--- config.mk ---
export PLATFORM = sky130hd
export DESIGN_NAME = timer_bank_top
export DESIGN_NICKNAME = d
export VERILOG_FILES = /design/src/rtl/tmr_bank_pkg.sv /design/src/rtl/tmr_channel.sv /design/src/rtl/tmr_ctrl.sv /design/src/rtl/tmr_bus_map.sv /design/src/rtl/timer_bank_top.sv
export SDC_FILE = /design/constraint.sdc
export NUM_CORES = 1
export LEC_CHECK = 0
export BUFFER_PORTS_ARGS = -buffer_cell sky130_fd_sc_hd__buf_2
export CAP_MARGIN = 40
export CORE_MARGIN = 5
export CORE_UTILIZATION = 41
export DETAILED_ROUTE_END_ITERATION = 7
export GPL_ROUTABILITY_DRIVEN = 1
export SLEW_MARGIN = 30
export SYNTH_ARGS = -nofsm -noshare
export SYNTH_HDL_FRONTEND = slang
export SYNTH_HIERARCHICAL = 1
export SYNTH_SLANG_ARGS = --single-unit
--- constraint.sdc ---
create_clock -name clk -period 4.8 [get_ports clk]
set_clock_uncertainty 0.05 [all_clocks]
set_input_delay 0.48 -clock clk [delete_from_list [all_inputs] [get_ports clk]]
set_output_delay 0.48 -clock clk [all_outputs]
set_load 0.02 [all_outputs]
--- src/rtl/tmr_bank_pkg.sv ---
// Package: register map and control-bit layout for the timer bank.
// Assumes at most six timers so that every control group fits in 32 bits.
package tmr_bank_pkg;

    localparam int BUS_W = 32;

    // Lowest control bit of timer n's group
    function automatic int grp_base(input int n);
        return (n == 0) ? 0 : (4 * n + 4);
    endfunction

    function automatic int bit_start(input int n);
        return grp_base(n);
    endfunction

    function automatic int bit_load(input int n);
        return grp_base(n) + 1;
    endfunction

    function automatic int bit_inv(input int n);
        return grp_base(n) + 2;
    endfunction

    // The last timer has no invert bit; its auto-reload moves down one place
    function automatic int bit_arl(input int n, input bit last);
        return last ? (grp_base(n) + 2) : (grp_base(n) + 3);
    endfunction

    // Writable control bits for a bank of nt timers
    function automatic logic [BUS_W-1:0] ctrl_mask(input int nt);
        logic [BUS_W-1:0] m;
        m = '0;
        for (int n = 0; n < nt; n++) begin
            m[bit_start(n)]             = 1'b1;
            m[bit_load(n)]              = 1'b1;
            m[bit_arl(n, n == nt - 1)]  = 1'b1;
            if (n != nt - 1) m[bit_inv(n)] = 1'b1;
        end
        return m;
    endfunction

    function automatic int cnt_off(input int n);
        return 12 * n;
    endfunction

    function automatic int cmp_off(input int n);
        return 12 * n + 4;
    endfunction

    function automatic int obs_off(input int n, input int nt);
        return (n == nt - 1) ? (12 * n + 16) : (12 * n + 8);
    endfunction

    function automatic int int_off(input int nt);
        return 12 * (nt - 1) + 20;
    endfunction

    function automatic int ctrl_off(input int nt);
        return 12 * (nt - 1) + 24;
    endfunction

endpackage

--- src/rtl/tmr_channel.sv ---
// Module: one down-counter with its count and compare buffers.
// Does: loads on a manual-update pulse, decrements on tick while running,
//       flags expiry at count 0 and reloads if auto-reload is set.
// Assumes: load and run come from the control register one cycle early.
module tmr_channel #(
    parameter int CW      = 32,
    parameter bit HAS_CMP = 1'b1
) (
    input  logic          clk,
    input  logic          rst_n,
    input  logic          wr_cnt,
    input  logic          wr_cmp,
    input  logic [CW-1:0] wdata,
    input  logic          load,
    input  logic          run,
    input  logic          arl,
    input  logic          tick,
    output logic [CW-1:0] cnt_buf,
    output logic [CW-1:0] cmp_buf,
    output logic [CW-1:0] count,
    output logic          expire
);

    logic at_zero;
    assign at_zero = (count == '0);
    assign expire  = run && tick && at_zero && !load;

    // Count buffer: software-written reload value
    always_ff @(posedge clk) begin
        if (!rst_n)      cnt_buf <= '0;
        else if (wr_cnt) cnt_buf <= wdata;
    end

    // Compare buffer: stored only, present on channels that have one
    generate
        if (HAS_CMP) begin : g_cmp
            always_ff @(posedge clk) begin
                if (!rst_n)      cmp_buf <= '0;
                else if (wr_cmp) cmp_buf <= wdata;
            end
        end else begin : g_nocmp
            logic unused_cmp;
            assign unused_cmp = wr_cmp;
            assign cmp_buf    = '0;
        end
    endgenerate

    // Counter: manual load first, then tick-driven decrement or reload
    always_ff @(posedge clk) begin
        if (!rst_n) begin
            count <= '0;
        end else if (load) begin
            count <= cnt_buf;
        end else if (run && tick) begin
            if (!at_zero)  count <= count - CW'(1);
            else if (arl)  count <= cnt_buf;
        end
    end

    AST_LOAD_TAKES_BUF: assert property (@(posedge clk) disable iff (!rst_n)
        load |=> count == $past(cnt_buf));
    AST_DECREMENT: assert property (@(posedge clk) disable iff (!rst_n)
        (run && tick && !load && count != '0) |=> count == $past(count) - CW'(1));
    AST_FROZEN: assert property (@(posedge clk) disable iff (!rst_n)
        (!load && !(run && tick)) |=> $stable(count));
    AST_RELOAD: assert property (@(posedge clk) disable iff (!rst_n)
        (expire && arl) |=> count == $past(cnt_buf));

endmodule

--- src/rtl/tmr_ctrl.sv ---
// Module: control register, interrupt register and interrupt lines.
// Does: edge-detects manual-update on writes, clears start on a
//       non-reloading expiry, keeps write-1-to-clear status flags.
// Assumes: a control write in the same cycle as an expiry wins.
module tmr_ctrl
    import tmr_bank_pkg::*;
#(
    parameter int NT = 5
) (
    input  logic             clk,
    input  logic             rst_n,
    input  logic             wr_ctrl,
    input  logic             wr_int,
    input  logic [BUS_W-1:0] wdata,
    input  logic [NT-1:0]    expire,
    output logic [BUS_W-1:0] ctrl_q,
    output logic [2*NT-1:0]  int_q,
    output logic [NT-1:0]    run,
    output logic [NT-1:0]    arl,
    output logic [NT-1:0]    load,
    output logic [NT-1:0]    irq
);

    localparam logic [BUS_W-1:0] MASK = ctrl_mask(NT);

    logic [BUS_W-1:0] ctrl_nxt;
    logic [NT-1:0]    en_nxt;
    logic [NT-1:0]    st_nxt;
    logic [NT-1:0]    st_clr;

    // Per-timer control decode
    generate
        for (genvar n = 0; n < NT; n++) begin : g_bits
            localparam int S = bit_start(n);
            localparam int L = bit_load(n);
            localparam int A = bit_arl(n, n == NT - 1);
            assign run[n]  = ctrl_q[S];
            assign arl[n]  = ctrl_q[A];
            assign load[n] = wr_ctrl && wdata[L] && !ctrl_q[L];

            AST_STOP_ON_EXPIRE: assert property (@(posedge clk) disable iff (!rst_n)
                (expire[n] && !arl[n] && !wr_ctrl) |=> !run[n]);
            AST_STATUS_SET: assert property (@(posedge clk) disable iff (!rst_n)
                expire[n] |=> int_q[NT+n]);
            AST_IRQ_RAISE: assert property (@(posedge clk) disable iff (!rst_n)
                (expire[n] && int_q[n]) |=> irq[n]);
            AST_IRQ_DROP: assert property (@(posedge clk) disable iff (!rst_n)
                (wr_int && wdata[NT+n] && !expire[n]) |=> !irq[n]);
        end
    endgenerate

    // Next control value: software write, else hardware stop on expiry
    always_comb begin
        ctrl_nxt = ctrl_q;
        if (wr_ctrl) begin
            ctrl_nxt = wdata & MASK;
        end else begin
            for (int n = 0; n < NT; n++) begin
                if (expire[n] && !arl[n]) ctrl_nxt[bit_start(n)] = 1'b0;
            end
        end
    end

    // Control register
    always_ff @(posedge clk) begin
        if (!rst_n) ctrl_q <= '0;
        else        ctrl_q <= ctrl_nxt;
    end

    // Next interrupt value: enables replaced, status write-1-clear, expiry sets
    always_comb begin
        st_clr = wr_int ? wdata[2*NT-1:NT] : '0;
        en_nxt = wr_int ? wdata[NT-1:0] : int_q[NT-1:0];
        st_nxt = (int_q[2*NT-1:NT] & ~st_clr) | expire;
    end

    // Interrupt register
    always_ff @(posedge clk) begin
        if (!rst_n) int_q <= '0;
        else        int_q <= {st_nxt, en_nxt};
    end

    // Interrupt lines: raised on an enabled expiry, dropped when status clears
    always_ff @(posedge clk) begin
        if (!rst_n) begin
            irq <= '0;
        end else begin
            for (int n = 0; n < NT; n++) begin
                if (expire[n] && int_q[n]) irq[n] <= 1'b1;
                else if (st_clr[n])        irq[n] <= 1'b0;
            end
        end
    end

endmodule

--- src/rtl/tmr_bus_map.sv ---
// Module: address decode and read multiplexer for the register window.
// Does: turns one write strobe into per-register strobes, returns 0 for
//       unmapped offsets and for writes to read-only registers.
// Assumes: byte offsets, word-aligned registers, exact address match.
module tmr_bus_map
    import tmr_bank_pkg::*;
#(
    parameter int NT = 5,
    parameter int CW = 32,
    parameter int AW = 7
) (
    input  logic                  bus_wr,
    input  logic [AW-1:0]         bus_addr,
    input  logic [NT-1:0][CW-1:0] cnt_all,
    input  logic [NT-1:0][CW-1:0] cmp_all,
    input  logic [NT-1:0][CW-1:0] count_all,
    input  logic [BUS_W-1:0]      ctrl_q,
    input  logic [2*NT-1:0]       int_q,
    output logic [NT-1:0]         wr_cnt,
    output logic [NT-1:0]         wr_cmp,
    output logic                  wr_ctrl,
    output logic                  wr_int,
    output logic [BUS_W-1:0]      rdata
);

    // Write strobes per timer
    generate
        for (genvar n = 0; n < NT; n++) begin : g_wr
            assign wr_cnt[n] = bus_wr && (bus_addr == AW'(cnt_off(n)));
            if (n < NT - 1) begin : g_has_cmp
                assign wr_cmp[n] = bus_wr && (bus_addr == AW'(cmp_off(n)));
            end else begin : g_no_cmp
                assign wr_cmp[n] = 1'b0;
            end
        end
    endgenerate

    assign wr_ctrl = bus_wr && (bus_addr == AW'(ctrl_off(NT)));
    assign wr_int  = bus_wr && (bus_addr == AW'(int_off(NT)));

    // Read multiplexer; unmatched offsets read zero
    always_comb begin
        rdata = '0;
        for (int n = 0; n < NT; n++) begin
            if (bus_addr == AW'(cnt_off(n)))     rdata = BUS_W'(cnt_all[n]);
            if ((n < NT - 1) && (bus_addr == AW'(cmp_off(n))))
                                                 rdata = BUS_W'(cmp_all[n]);
            if (bus_addr == AW'(obs_off(n, NT))) rdata = BUS_W'(count_all[n]);
        end
        if (bus_addr == AW'(int_off(NT)))  rdata = BUS_W'(int_q);
        if (bus_addr == AW'(ctrl_off(NT))) rdata = ctrl_q;
    end

endmodule

--- src/rtl/timer_bank_top.sv ---
// Module: bank of down-counting timers behind a single-cycle register port.
// Does: wires the bus map, the control/interrupt registers and one
//       channel per timer; the last timer has no compare buffer.
// Assumes: tick_en is synchronous to clk; CW is at most 32.
module timer_bank_top
    import tmr_bank_pkg::*;
#(
    parameter int NT = 5,
    parameter int CW = 32,
    parameter int AW = 7
) (
    input  logic             clk,
    input  logic             rst_n,
    input  logic             bus_wr,
    input  logic [AW-1:0]    bus_addr,
    input  logic [BUS_W-1:0] bus_wdata,
    output logic [BUS_W-1:0] bus_rdata,
    input  logic [NT-1:0]    tick_en,
    output logic [NT-1:0]    irq
);

    logic [NT-1:0][CW-1:0] cnt_all;
    logic [NT-1:0][CW-1:0] cmp_all;
    logic [NT-1:0][CW-1:0] count_all;
    logic [NT-1:0]         wr_cnt;
    logic [NT-1:0]         wr_cmp;
    logic                  wr_ctrl;
    logic                  wr_int;
    logic [BUS_W-1:0]      ctrl_q;
    logic [2*NT-1:0]       int_q;
    logic [NT-1:0]         run;
    logic [NT-1:0]         arl;
    logic [NT-1:0]         load;
    logic [NT-1:0]         expire;

    tmr_bus_map #(.NT(NT), .CW(CW), .AW(AW)) u_map (
        .bus_wr    (bus_wr),
        .bus_addr  (bus_addr),
        .cnt_all   (cnt_all),
        .cmp_all   (cmp_all),
        .count_all (count_all),
        .ctrl_q    (ctrl_q),
        .int_q     (int_q),
        .wr_cnt    (wr_cnt),
        .wr_cmp    (wr_cmp),
        .wr_ctrl   (wr_ctrl),
        .wr_int    (wr_int),
        .rdata     (bus_rdata)
    );

    tmr_ctrl #(.NT(NT)) u_ctrl (
        .clk     (clk),
        .rst_n   (rst_n),
        .wr_ctrl (wr_ctrl),
        .wr_int  (wr_int),
        .wdata   (bus_wdata),
        .expire  (expire),
        .ctrl_q  (ctrl_q),
        .int_q   (int_q),
        .run     (run),
        .arl     (arl),
        .load    (load),
        .irq     (irq)
    );

    generate
        for (genvar n = 0; n < NT; n++) begin : g_ch
            tmr_channel #(.CW(CW), .HAS_CMP(n < NT - 1)) u_ch (
                .clk     (clk),
                .rst_n   (rst_n),
                .wr_cnt  (wr_cnt[n]),
                .wr_cmp  (wr_cmp[n]),
                .wdata   (bus_wdata[CW-1:0]),
                .load    (load[n]),
                .run     (run[n]),
                .arl     (arl[n]),
                .tick    (tick_en[n]),
                .cnt_buf (cnt_all[n]),
                .cmp_buf (cmp_all[n]),
                .count   (count_all[n]),
                .expire  (expire[n])
            );
        end
    endgenerate

    AST_IRQ_NEEDS_STATUS: assert property (@(posedge clk) disable iff (!rst_n)
        $rose(irq[0]) |-> int_q[NT]);

endmodule

# Word level (Yosys, flattened, before mapping)
# Cells that the tools add are included.
# word_totals
ff_bits,482
in_bits,47
output_inout_bits,37
wordCells,199
# classes
add_sub_neg,5
n_eq_ne,20
n_mux,57
bitwise_logic,3
reduce_logical,87
# ops
cell,n
32-bit 2-to-1 mux,36
32-bit logical NOT,5
32-bit by 1-bit subtractor with 32-bit output (second input constant),5
1-bit logical AND,46
7-bit by 6-bit == test with 1-bit output (second input constant),5
2-bit nonzero test,15
7-bit by 5-bit == test with 1-bit output (second input constant),4
7-bit == test (second input constant),3
1-bit 2-to-1 mux,20
1-bit logical NOT,15
3-bit by 2-bit inequality test with 1-bit output (second input constant),5
7-bit by 4-bit == test with 1-bit output (second input constant),2
2-bit AND reduction,5
7-bit by 3-bit == test with 1-bit output (second input constant),1
7-bit logical NOT,1
5-bit AND,1
5-bit 2-to-1 mux,1
5-bit NOT,1
5-bit OR,1

# Depth between registers and ports, before layout
# Gate-level depths: netlist of the first run.
# depth
depth_word,17
mapped_depth,15
mapped_depth_nobuf,9

# Modules after synthesis
# Netlist of the first run, hierarchy kept.
# modules_own_cells
mod,instances,cells_per_inst,area_per_inst_um2
tmr_channel (g_ch[0].u_ch ...),4,498,4500.6
tmr_bus_map,1,789,5255.0
tmr_channel (g_ch[4].u_ch),1,421,3590.9
tmr_ctrl,1,154,1574.0

# Least setup slack after synthesis of the first run
# No wires, ideal clock.
# synth_timing
path_type,input port to flip-flop
from,input port bus_addr[5]
to,register g_ch[0].u_ch.count[23]
t_arrival_ps,3339
required_ps,4675
slack_ps,1337
path_stages,15
n_path_buf,7
path_cell_list,buf_2 nor3b_2 buf_2 clkbuf_1 and3_1 buf_6 buf_12 nand2_2 nor2_1 clkbuf_1 nor2_1 a31oi_1 nand2_1 buf_2 o22ai_1
# synth_between
elab_chain_len,6
elab_cells_between_ends,8
cone_classes,eq/ne (2); mux (1); reduce/logical (5)
# synth_rtl
element,line_no,text
from (decl),timer_bank_top.sv:15,"input logic [AW-1:0] bus_addr,"
7-bit == test *,tmr_bus_map.sv:38,assign wr_ctrl = bus_wr && (bus_addr == AW'(ctrl_off(NT)));
1-bit logical AND *,tmr_bus_map.sv:38,
net wr_ctrl,timer_bank_top.sv:27,logic wr_ctrl;
1-bit logical AND * (2 in a row),tmr_ctrl.sv:39,assign load[n] = wr_ctrl && wdata[L] && !ctrl_q[L];
net load[0],timer_bank_top.sv:33,logic [NT-1:0] load;
3-bit by 2-bit inequality test with 1-bit output (no line) or 2-bit nonzero test (tied branches),n/a,
2-bit AND reduction (no line),n/a,
to (signal assigned),tmr_channel.sv:53,count <= cnt_buf;
to (signal assigned),tmr_channel.sv:55,if (!at_zero) count <= count - CW'(1);
to (signal assigned),tmr_channel.sv:56,else if (arl) count <= cnt_buf;
to (decl),tmr_channel.sv:20,"output logic [CW-1:0] count,"
# Mark *: on every way through the listed nets, which the timed path passes. The rest lies on a longest branch.
# A chain may end at the register's enable or synchronous reset.

# Final worst setup path of the first run
# layout_timing
from,input port bus_addr[4]
to,output port bus_rdata[18]
# layout_between
elab_chain_len,17
elab_cells_between_ends,32
cone_classes,eq/ne (15); mux (16); reduce/logical (1)
# layout_rtl
element,line_no,text
7-bit logical NOT,tmr_bus_map.sv:45,if (bus_addr == AW'(cnt_off(n))) rdata = BUS_W'(cnt_all[n]);
32-bit 2-to-1 mux,tmr_bus_map.sv:45,
32-bit 2-to-1 mux,tmr_bus_map.sv:46,if ((n < NT - 1) && (bus_addr == AW'(cmp_off(n))))
32-bit 2-to-1 mux,tmr_bus_map.sv:48,"if (bus_addr == AW'(obs_off(n, NT))) rdata = BUS_W'(count_all[n]);"
32-bit 2-to-1 mux,tmr_bus_map.sv:45,
32-bit 2-to-1 mux,tmr_bus_map.sv:46,
32-bit 2-to-1 mux,tmr_bus_map.sv:48,
32-bit 2-to-1 mux,tmr_bus_map.sv:45,
32-bit 2-to-1 mux,tmr_bus_map.sv:46,
32-bit 2-to-1 mux,tmr_bus_map.sv:48,
32-bit 2-to-1 mux,tmr_bus_map.sv:45,
32-bit 2-to-1 mux,tmr_bus_map.sv:46,
32-bit 2-to-1 mux,tmr_bus_map.sv:48,
32-bit 2-to-1 mux,tmr_bus_map.sv:45,
32-bit 2-to-1 mux,tmr_bus_map.sv:48,
32-bit 2-to-1 mux,tmr_bus_map.sv:50,if (bus_addr == AW'(int_off(NT))) rdata = BUS_W'(int_q);
32-bit 2-to-1 mux *,tmr_bus_map.sv:51,if (bus_addr == AW'(ctrl_off(NT))) rdata = ctrl_q;
to (decl),timer_bank_top.sv:17,"output logic [BUS_W-1:0] bus_rdata,"
# Mark *: on every way between the ends. The rest lies on a longest branch, timed or not.

==> results, run 1 <==
- Summing all non-filler instances in the final layout gives an area of 30900 um^2.
- VDD sags by at most 0.305 mV.
- Summed over all cells, the static leakage comes to 10.8 nW.
- The violation count after the first detailed-route iteration is 4159.
- The slew at the pin with the worst max-slew slack is 0.891 ns.
- The synthesized area per cell is 8.48 um^2.
- The clock latency on the worst-skew pair is 0.64 ns.
- STA classifies the critical path startpoint as an input pin.
- The number of hold-repair buffers added at the cts stage is 0.
- The number of global-route vias before repair is 25618.
- The total via count in the routed design is 28059.
- The DRC violation count after routing is 0.
- Synthesis produced 3321 cells.
- In this run the deepest clock path goes through 3 buffers.
- For this run, the top clock speed supported by timing is 238 MHz.
- The number of nets in the finished design is 3341.
- In this run the clock root is driven by a sky130_fd_sc_hd__clkbuf_16.
- The half-perimeter wire length after detailed placement is 92.7 mm.
- Setup violations remaining at the end of the flow were counted as 0.
- STA puts the critical path data required time at 4.27 ns.
- Entering global routing, the biggest net connects 115 pins.
- Across every metal layer, demand over resource in global routing totals 32.9%.
- The category of the critical setup timing path is input pin to output port.
- STA puts the critical path data arrival time at 3.67 ns.
- In this run the horizontal extent of the chip is 272 um.
- The setup slack on the worst flop-to-flop path is 1.27 ns.
- The final number of max-transition violations is 0.
- The tightest hold path in the finished design has a slack of 0.208 ns.
- The register clock-pin slew on the reported worst setup and hold paths is 0.06 ns.
- After detailed placement, the design holds a cell count of 4105.
- In this run the cell area of the synthesized design comes to 28200 um^2.
- The area growth from synthesis to final layout is 9.57%.
- The count of nets left with antenna violations once routing finished came out at 0.
- The initial standard-cell utilization of the core is 41.2%.
- The detail-routed via count per cell is 6.66.
- The worst hold path was traced through 3 stages.
- The worst path in the final design needs a cycle of 4.20 ns, including I/O delays and setup.
- The die covers 74000 um^2.
- The number of max-capacitance violations reported is 0.
- 84 I/O pins were placed.
- The wire length of the first global-routing pass is 184 mm.
- Prior to clock tree synthesis, the placed netlist has a worst setup slack of 0.906 ns.
- The H-tree depth is 2.
- The final worst-path cycle share is 87.6%.
- The post-cts gate resize count is 0.
- For hold timing, the worst endpoint is g_ch[2].u_ch/count[14].
- After detailed placement, the total cell area comes to 28900 um^2.
- For this run, the detailed router's first-pass iteration total came to 8.
- The power consumption is 9.19 mW.
- Measured against its own limit, the worst slew margin works out to 40.6%.
- The number of sinks driven by the clock tree is 482.
- The CTS tree is built.
- The number of buffers created by CTS is 55.
- The routability congestion estimate from global placement is 1.00.
- The launch instance of the worst min-delay path is rst_n.
- In this run the critical register-to-register path is captured at g_ch[0].u_ch/count[31].
- The vertical die dimension is 272 um.
- The count of buffers added on input and output ports is 83.
- Row generation in the floorplan step produced 96 rows.
- Setup slack on the critical path of the routed design comes to 0.595 ns.
- Once layout is complete, the utilization of the core stands at 45.2%.
- In this run the critical register-to-register path is launched from g_ch[0].u_ch/count[9].
- Global routing finished with a remaining overflow of 0.
- In this run the power density over the cells is 298 nW/um^2.
- The routed design has 128 mm of wire.
- The final setup TNS is 0 ns.
- The core area is 68300 um^2.
- Measured in cells, the most critical reg-to-reg path has a length of 7.
- In this run the worst path has a maximum fanout of 23.
- The count of warnings emitted by yosys is 6.
- The routed wirelength normalized by instance count is 30.4 um.
- The flow ran to the end, and the final reports show no timing, DRC or antenna violations.
- Setup repair after global routing left no endpoint under its margin.
- STA classifies the critical path endpoint as an output port.
- The final number of hold-violating endpoints came to 0.
- The initial antenna violation count is 9.
- In this run the worst hold path is classified as input pin to register.
- The number of non-filler instances in the completed layout is 4215.
- The setup fix buffers added after clock tree synthesis is 0.
- The share of layout cells above drive strength 1 is 14.4%.
==> how the worst max path moves through the flow <==
stage | slack, ns | to | start
finish | 0.60 | bus_rdata[18] | bus_addr[4]
global route | 0.64 | bus_rdata[18] | bus_addr[4]
CTS | 0.91 | bus_rdata[18] | bus_addr[4]
detailed placement | 0.91 | g_ch[0].u_ch/count[4] | bus_addr[6]
global placement | 0.89 | bus_rdata[28] | bus_addr[4]
floorplan | 1.34 | g_ch[0].u_ch/count[23] | bus_addr[5]
==> state kept, by name, summed over array words and instances, names as in the netlist <==
name	cells
u_ctrl/ctrl_q	19
g_ch.u_ch/count	160
g_ch.u_ch/cmp_buf	128
u_ctrl/irq	5
u_ctrl/int_q	10
g_ch.u_ch/cnt_buf	160
==> worst max-delay path, cell delays in order <==
cell	delay [ns]
sky130_fd_sc_hd__buf_2	0.15
sky130_fd_sc_hd__buf_4	0.25
sky130_fd_sc_hd__nor3_1	0.22
sky130_fd_sc_hd__buf_4	0.23
sky130_fd_sc_hd__and2_1	0.43
sky130_fd_sc_hd__buf_4	0.33
sky130_fd_sc_hd__nand2_1	0.09
sky130_fd_sc_hd__a22oi_1	0.59
sky130_fd_sc_hd__o221ai_1	0.30
sky130_fd_sc_hd__a22oi_1	0.34
sky130_fd_sc_hd__buf_2	0.23
==> cell usage in the layout, fill, tap and decap left out, types with 27 or more instances in the layout <==
cell type	instances
sky130_fd_sc_hd__a21oi_1	218
sky130_fd_sc_hd__a21oi_2	40
sky130_fd_sc_hd__a22oi_1	61
sky130_fd_sc_hd__buf_2	81
sky130_fd_sc_hd__buf_4	62
sky130_fd_sc_hd__clkbuf_16	55
sky130_fd_sc_hd__dfxtp_1	482
sky130_fd_sc_hd__mux2i_1	346
sky130_fd_sc_hd__nand2_1	229
sky130_fd_sc_hd__nand3_1	80
sky130_fd_sc_hd__nor2_1	432
sky130_fd_sc_hd__nor2b_1	68
sky130_fd_sc_hd__nor3_1	104
sky130_fd_sc_hd__nor4_1	58
sky130_fd_sc_hd__o211ai_1	39
sky130_fd_sc_hd__o21ai_0	157
sky130_fd_sc_hd__o21ai_1	75
sky130_fd_sc_hd__o221ai_1	27
sky130_fd_sc_hd__o22ai_1	36
sky130_fd_sc_hd__or3_1	31
sky130_fd_sc_hd__or4_1	40
==> where the power goes <==
part           total, mW  switching [mW]  internal (mW)  leakage (nW)
Combinational      0.547           0.425          0.122          5.91
Sequential          4.01         0.00743           4.01          3.88
Clock               4.63            1.87           2.76         0.964
Total               9.19            2.31           6.88          10.8
==> final cells by class <==
cell class,count,area (um^2)
Sequential cell,482,9650
Inverter,29,109
Fill cell,6846,37500
Clock inverter,30,402
Timing Repair Buffer,152,980
Antenna cell,4,10.0
Clock buffer,72,1550
Tap cell,882,1100
Multi-Input combinational cell,2564,17100
==> layer usage <==
layer | routed length [um] | global-route usage (%) | up-vias | share of wire, %
met5 | 31 | 0 | - | 0.024
met4 | 7710 | 16.0 | 4 | 6.0
met3 | 13200 | 6.67 | 368 | 10
met2 | 56000 | 51.0 | 1804 | 44
met1 | 51200 | 43.9 | 13588 | 40
li1 | - | - | 12295 | -
Note: power is estimated with default switching activity, not from simulation.
==> run 2: changes to the inputs <==
clock period = 4.18 ns   (was 4.8 ns; I/O delays follow)
==> run 2 against run 1 <==
Die area is the same. Worst hold slack improved by 0.012 ns. Critical path depth shrank 2. Critical endpoint is now bus_rdata[19].
==> results, run 2 (synthesis results as in run 1) <==
- The type of destination of the critical path is an output port.
- In the layout the commonest cells are sky130_fd_sc_hd__dfxtp_1 (482), sky130_fd_sc_hd__nor2_1 (432), sky130_fd_sc_hd__mux2i_1 (346).
- The ratio of total power to cell area is 333 nW/um^2 (+12%).
- The maximum operating frequency is 261 MHz.
- The power consumption is 10.3 mW (+12%).
- The H-tree depth was 2 (unchanged).
- The number of buffers created by CTS is 57 (+3.6%).
- The overall routed net length is 129 mm (+0.98%).
- The half-perimeter wire length after detailed placement came to 94.4 mm (+1.9%).
- The slew at the pin with the worst max-slew slack was 0.915 ns (+0.0234 ns).
- The most critical setup path has its startpoint at bus_addr[3].
- Setup repair after global routing left no endpoint under its margin.
- The routed wirelength normalized by instance count is 30.5 um (+0.19%).
- After layout, the worst path uses 91.8% of the clock period.
- The area growth from synthesis to layout is 10.3%.
- met2 is the most crowded layer.
- The violation count after the first detailed-route iteration is 4377 (+5.2%).
- The count of input and output buffers was 83 (unchanged).
- The run finished with clean final reports.
- The DRC violation count after routing came to 0 (unchanged).
- TritonCTS built the clock tree.
- The final number of hold-violating endpoints is 0 (unchanged).
- The wire length of the first global-routing pass was 185 mm (+0.92%).
- The pin count of the biggest net entering global routing is 69 (-40%).
- The number of hold-repair buffers added at the cts stage came to 0 (unchanged).
- The overall global routing resource usage is 33.2% (+0.30 points).
- The initial standard-cell utilization of the core is 41.2% (unchanged).
- The number of placed I/O pins was 84 (unchanged).
- The path type of the worst min-delay path is input pin to register.
- The buffer cell driving the clock tree root is sky130_fd_sc_hd__clkbuf_16.
- The worst endpoint required time was 3.71 ns (-0.56 ns).
- The total iterations of the first detailed-routing run is 7 (-1).
- The vertical die dimension is 272 um (unchanged).
- The highest fanout seen on the critical path is 25 (+8.7%).
- The largest voltage drop on the vdd net is 0.290 mV (-4.9%).
- The routability congestion estimate from global placement is 1.06 (+5.5%).
- The site row count is 96 (unchanged).
- The final number of max-transition violations is 0 (unchanged).
- The detail-routed via count per cell is 6.70 (+0.61%).
- The final number of setup-violating endpoints is 0 (unchanged).
- The setup slack on the worst flop-to-flop path is 0.80 ns (-0.47 ns).
- The number of nets in the finished design was 3378 (+1.1%).
- The sum of overflow across all layers after global routing is 0 (unchanged).
- The met1 capacity usage during global routing is 44.8% (+0.91 points).
- The worst setup path is launched from an input pin.
- The number of max-capacitance violations reported was 0 (unchanged).
- The clock latency on the worst-skew pair is 0.65 ns (about the same).
- The number of global-route vias before repair is 25735 (+0.46%).
- For the finished layout, the period the worst path requires is 3.84 ns.
- The met3 track demand over resource is 5.71% (-0.96 points).
- The final setup TNS was 0 ns (unchanged).
- The largest registers in the layout are g_ch.u_ch/cnt_buf (160), g_ch.u_ch/count (160), g_ch.u_ch/cmp_buf (128).
- In this run the critical register-to-register path is launched from g_ch[1].u_ch/count[9].
- The relative slew slack is 39.0% (-1.6 points).
- The worst-case clock buffer depth is 3 (unchanged).
- The critical path in this run is classified as input pin to output port.
- The core area is 68300 um^2 (unchanged).
- The total via count in the routed design is 28452 (+1.4%).
- The post-cts gate resize count is 0 (unchanged).
- The number of sinks driven by the clock tree is 482 (unchanged).
- The worst reg2reg path endpoint is g_ch[1].u_ch/count[31].
- The worst setup path endpoint is bus_rdata[19].
- The cell count of the worst reg-to-reg path came to 7 (unchanged).
- The initial antenna violation count is 10 (+1).
- The static leakage is 10.9 nW (+1.2%).
- The die outline area is 74000 um^2 (unchanged).
- The share of layout cells above drive strength 1 is 15.0% (+0.62 points).
- The library cell used most frequently in the layout, excluding fill and tap cells, is sky130_fd_sc_hd__dfxtp_1.
- The number of routed nets with antenna violations was 0 (unchanged).
- The die width is 272 um (unchanged).
- The setup fix buffers added after clock tree synthesis is 0 (unchanged).
- The register clock-pin slew on the reported worst setup and hold paths is 0.06 ns (about the same).
- The endpoint arrival time on the critical path is 3.37 ns (-0.30 ns).
- The global routing usage on met2 was 50.2% (-0.86 points).
==> run 2: changes by cell type in the layout (fill, tap and decap cells not counted), moves of 3 or more <==
cell	delta
sky130_fd_sc_hd__bufinv_16	-5
sky130_fd_sc_hd__clkinv_2	-4
sky130_fd_sc_hd__clkbuf_1	+7
sky130_fd_sc_hd__buf_12	+3
sky130_fd_sc_hd__buf_4	+32
sky130_fd_sc_hd__and3_4	-3
sky130_fd_sc_hd__and3_2	+3
==> run 2: final cells by class <==
| type | instances | area [um^2] |
|---|---|---|
| Antenna cell | 2 | 5.00 |
| Clock buffer | 80 | 1610 |
| Clock inverter | 22 | 256 |
| Fill cell | 6822 | 37300 |
| Inverter | 29 | 109 |
| Multi-Input combinational cell | 2564 | 17000 |
| Sequential cell | 482 | 9650 |
| Tap cell | 882 | 1100 |
| Timing Repair Buffer | 187 | 1290 |
==> run 2: where the power goes <==
group	total (mW)	leakage (nW)	internal [mW]	switching, mW
registers	4.61	3.88	4.60	0.00865
clock network	5.08	0.910	2.93	2.15
logic	0.640	6.09	0.145	0.495
==> run 2: worst min path at each step <==
| stage | startpoint | end | slack, ns | cells after the start |
|---|---|---|---|---|
| global route | bus_wdata[16] | u_ctrl/ctrl_q[16] | 0.22 | 3 |
| finish | bus_wdata[16] | u_ctrl/ctrl_q[16] | 0.22 | 3 |
| CTS | bus_wdata[16] | u_ctrl/ctrl_q[16] | 0.18 | 3 |
| floorplan | g_ch[3].u_ch/cnt_buf[11] | g_ch[3].u_ch/count[11] | 0.39 | 2 |
| detailed placement | g_ch[2].u_ch/count[23] | g_ch[2].u_ch/count[23] | 0.43 | 2 |
| global placement | g_ch[0].u_ch/cmp_buf[22] | g_ch[0].u_ch/cmp_buf[22] | 0.42 | 2 |
==> run 2: layer usage <==
layer,vias up,wire [um]
met5,-,49
met4,8,9440
met3,416,13500
met2,1956,54900
met1,13728,51600
li1,12344,-
==> run 2: stage by stage <==
step	utilization, %	instances	instance area, um^2	hold WS, ns	setup slack [ns]
floorplan	-	3333	28200	0.393	0.779
global placement	42.6	4137	29100	0.419	0.530
detailed placement	42.7	4140	29200	0.426	0.510
CTS	45.4	4242	31000	0.180	0.498
global route	45.4	4246	31100	0.216	0.304
finish	45.5	4248	31100	0.220	0.342
==> run 2: worst max-delay path: stages <==
cell	delay [ns]
sky130_fd_sc_hd__buf_4	0.32
sky130_fd_sc_hd__buf_4	0.36
sky130_fd_sc_hd__buf_4	0.33
sky130_fd_sc_hd__mux4_2	0.39
sky130_fd_sc_hd__o21ai_0	0.30
sky130_fd_sc_hd__o21ai_0	0.24
sky130_fd_sc_hd__a211oi_1	0.54
sky130_fd_sc_hd__o21ai_0	0.24
sky130_fd_sc_hd__buf_2	0.21
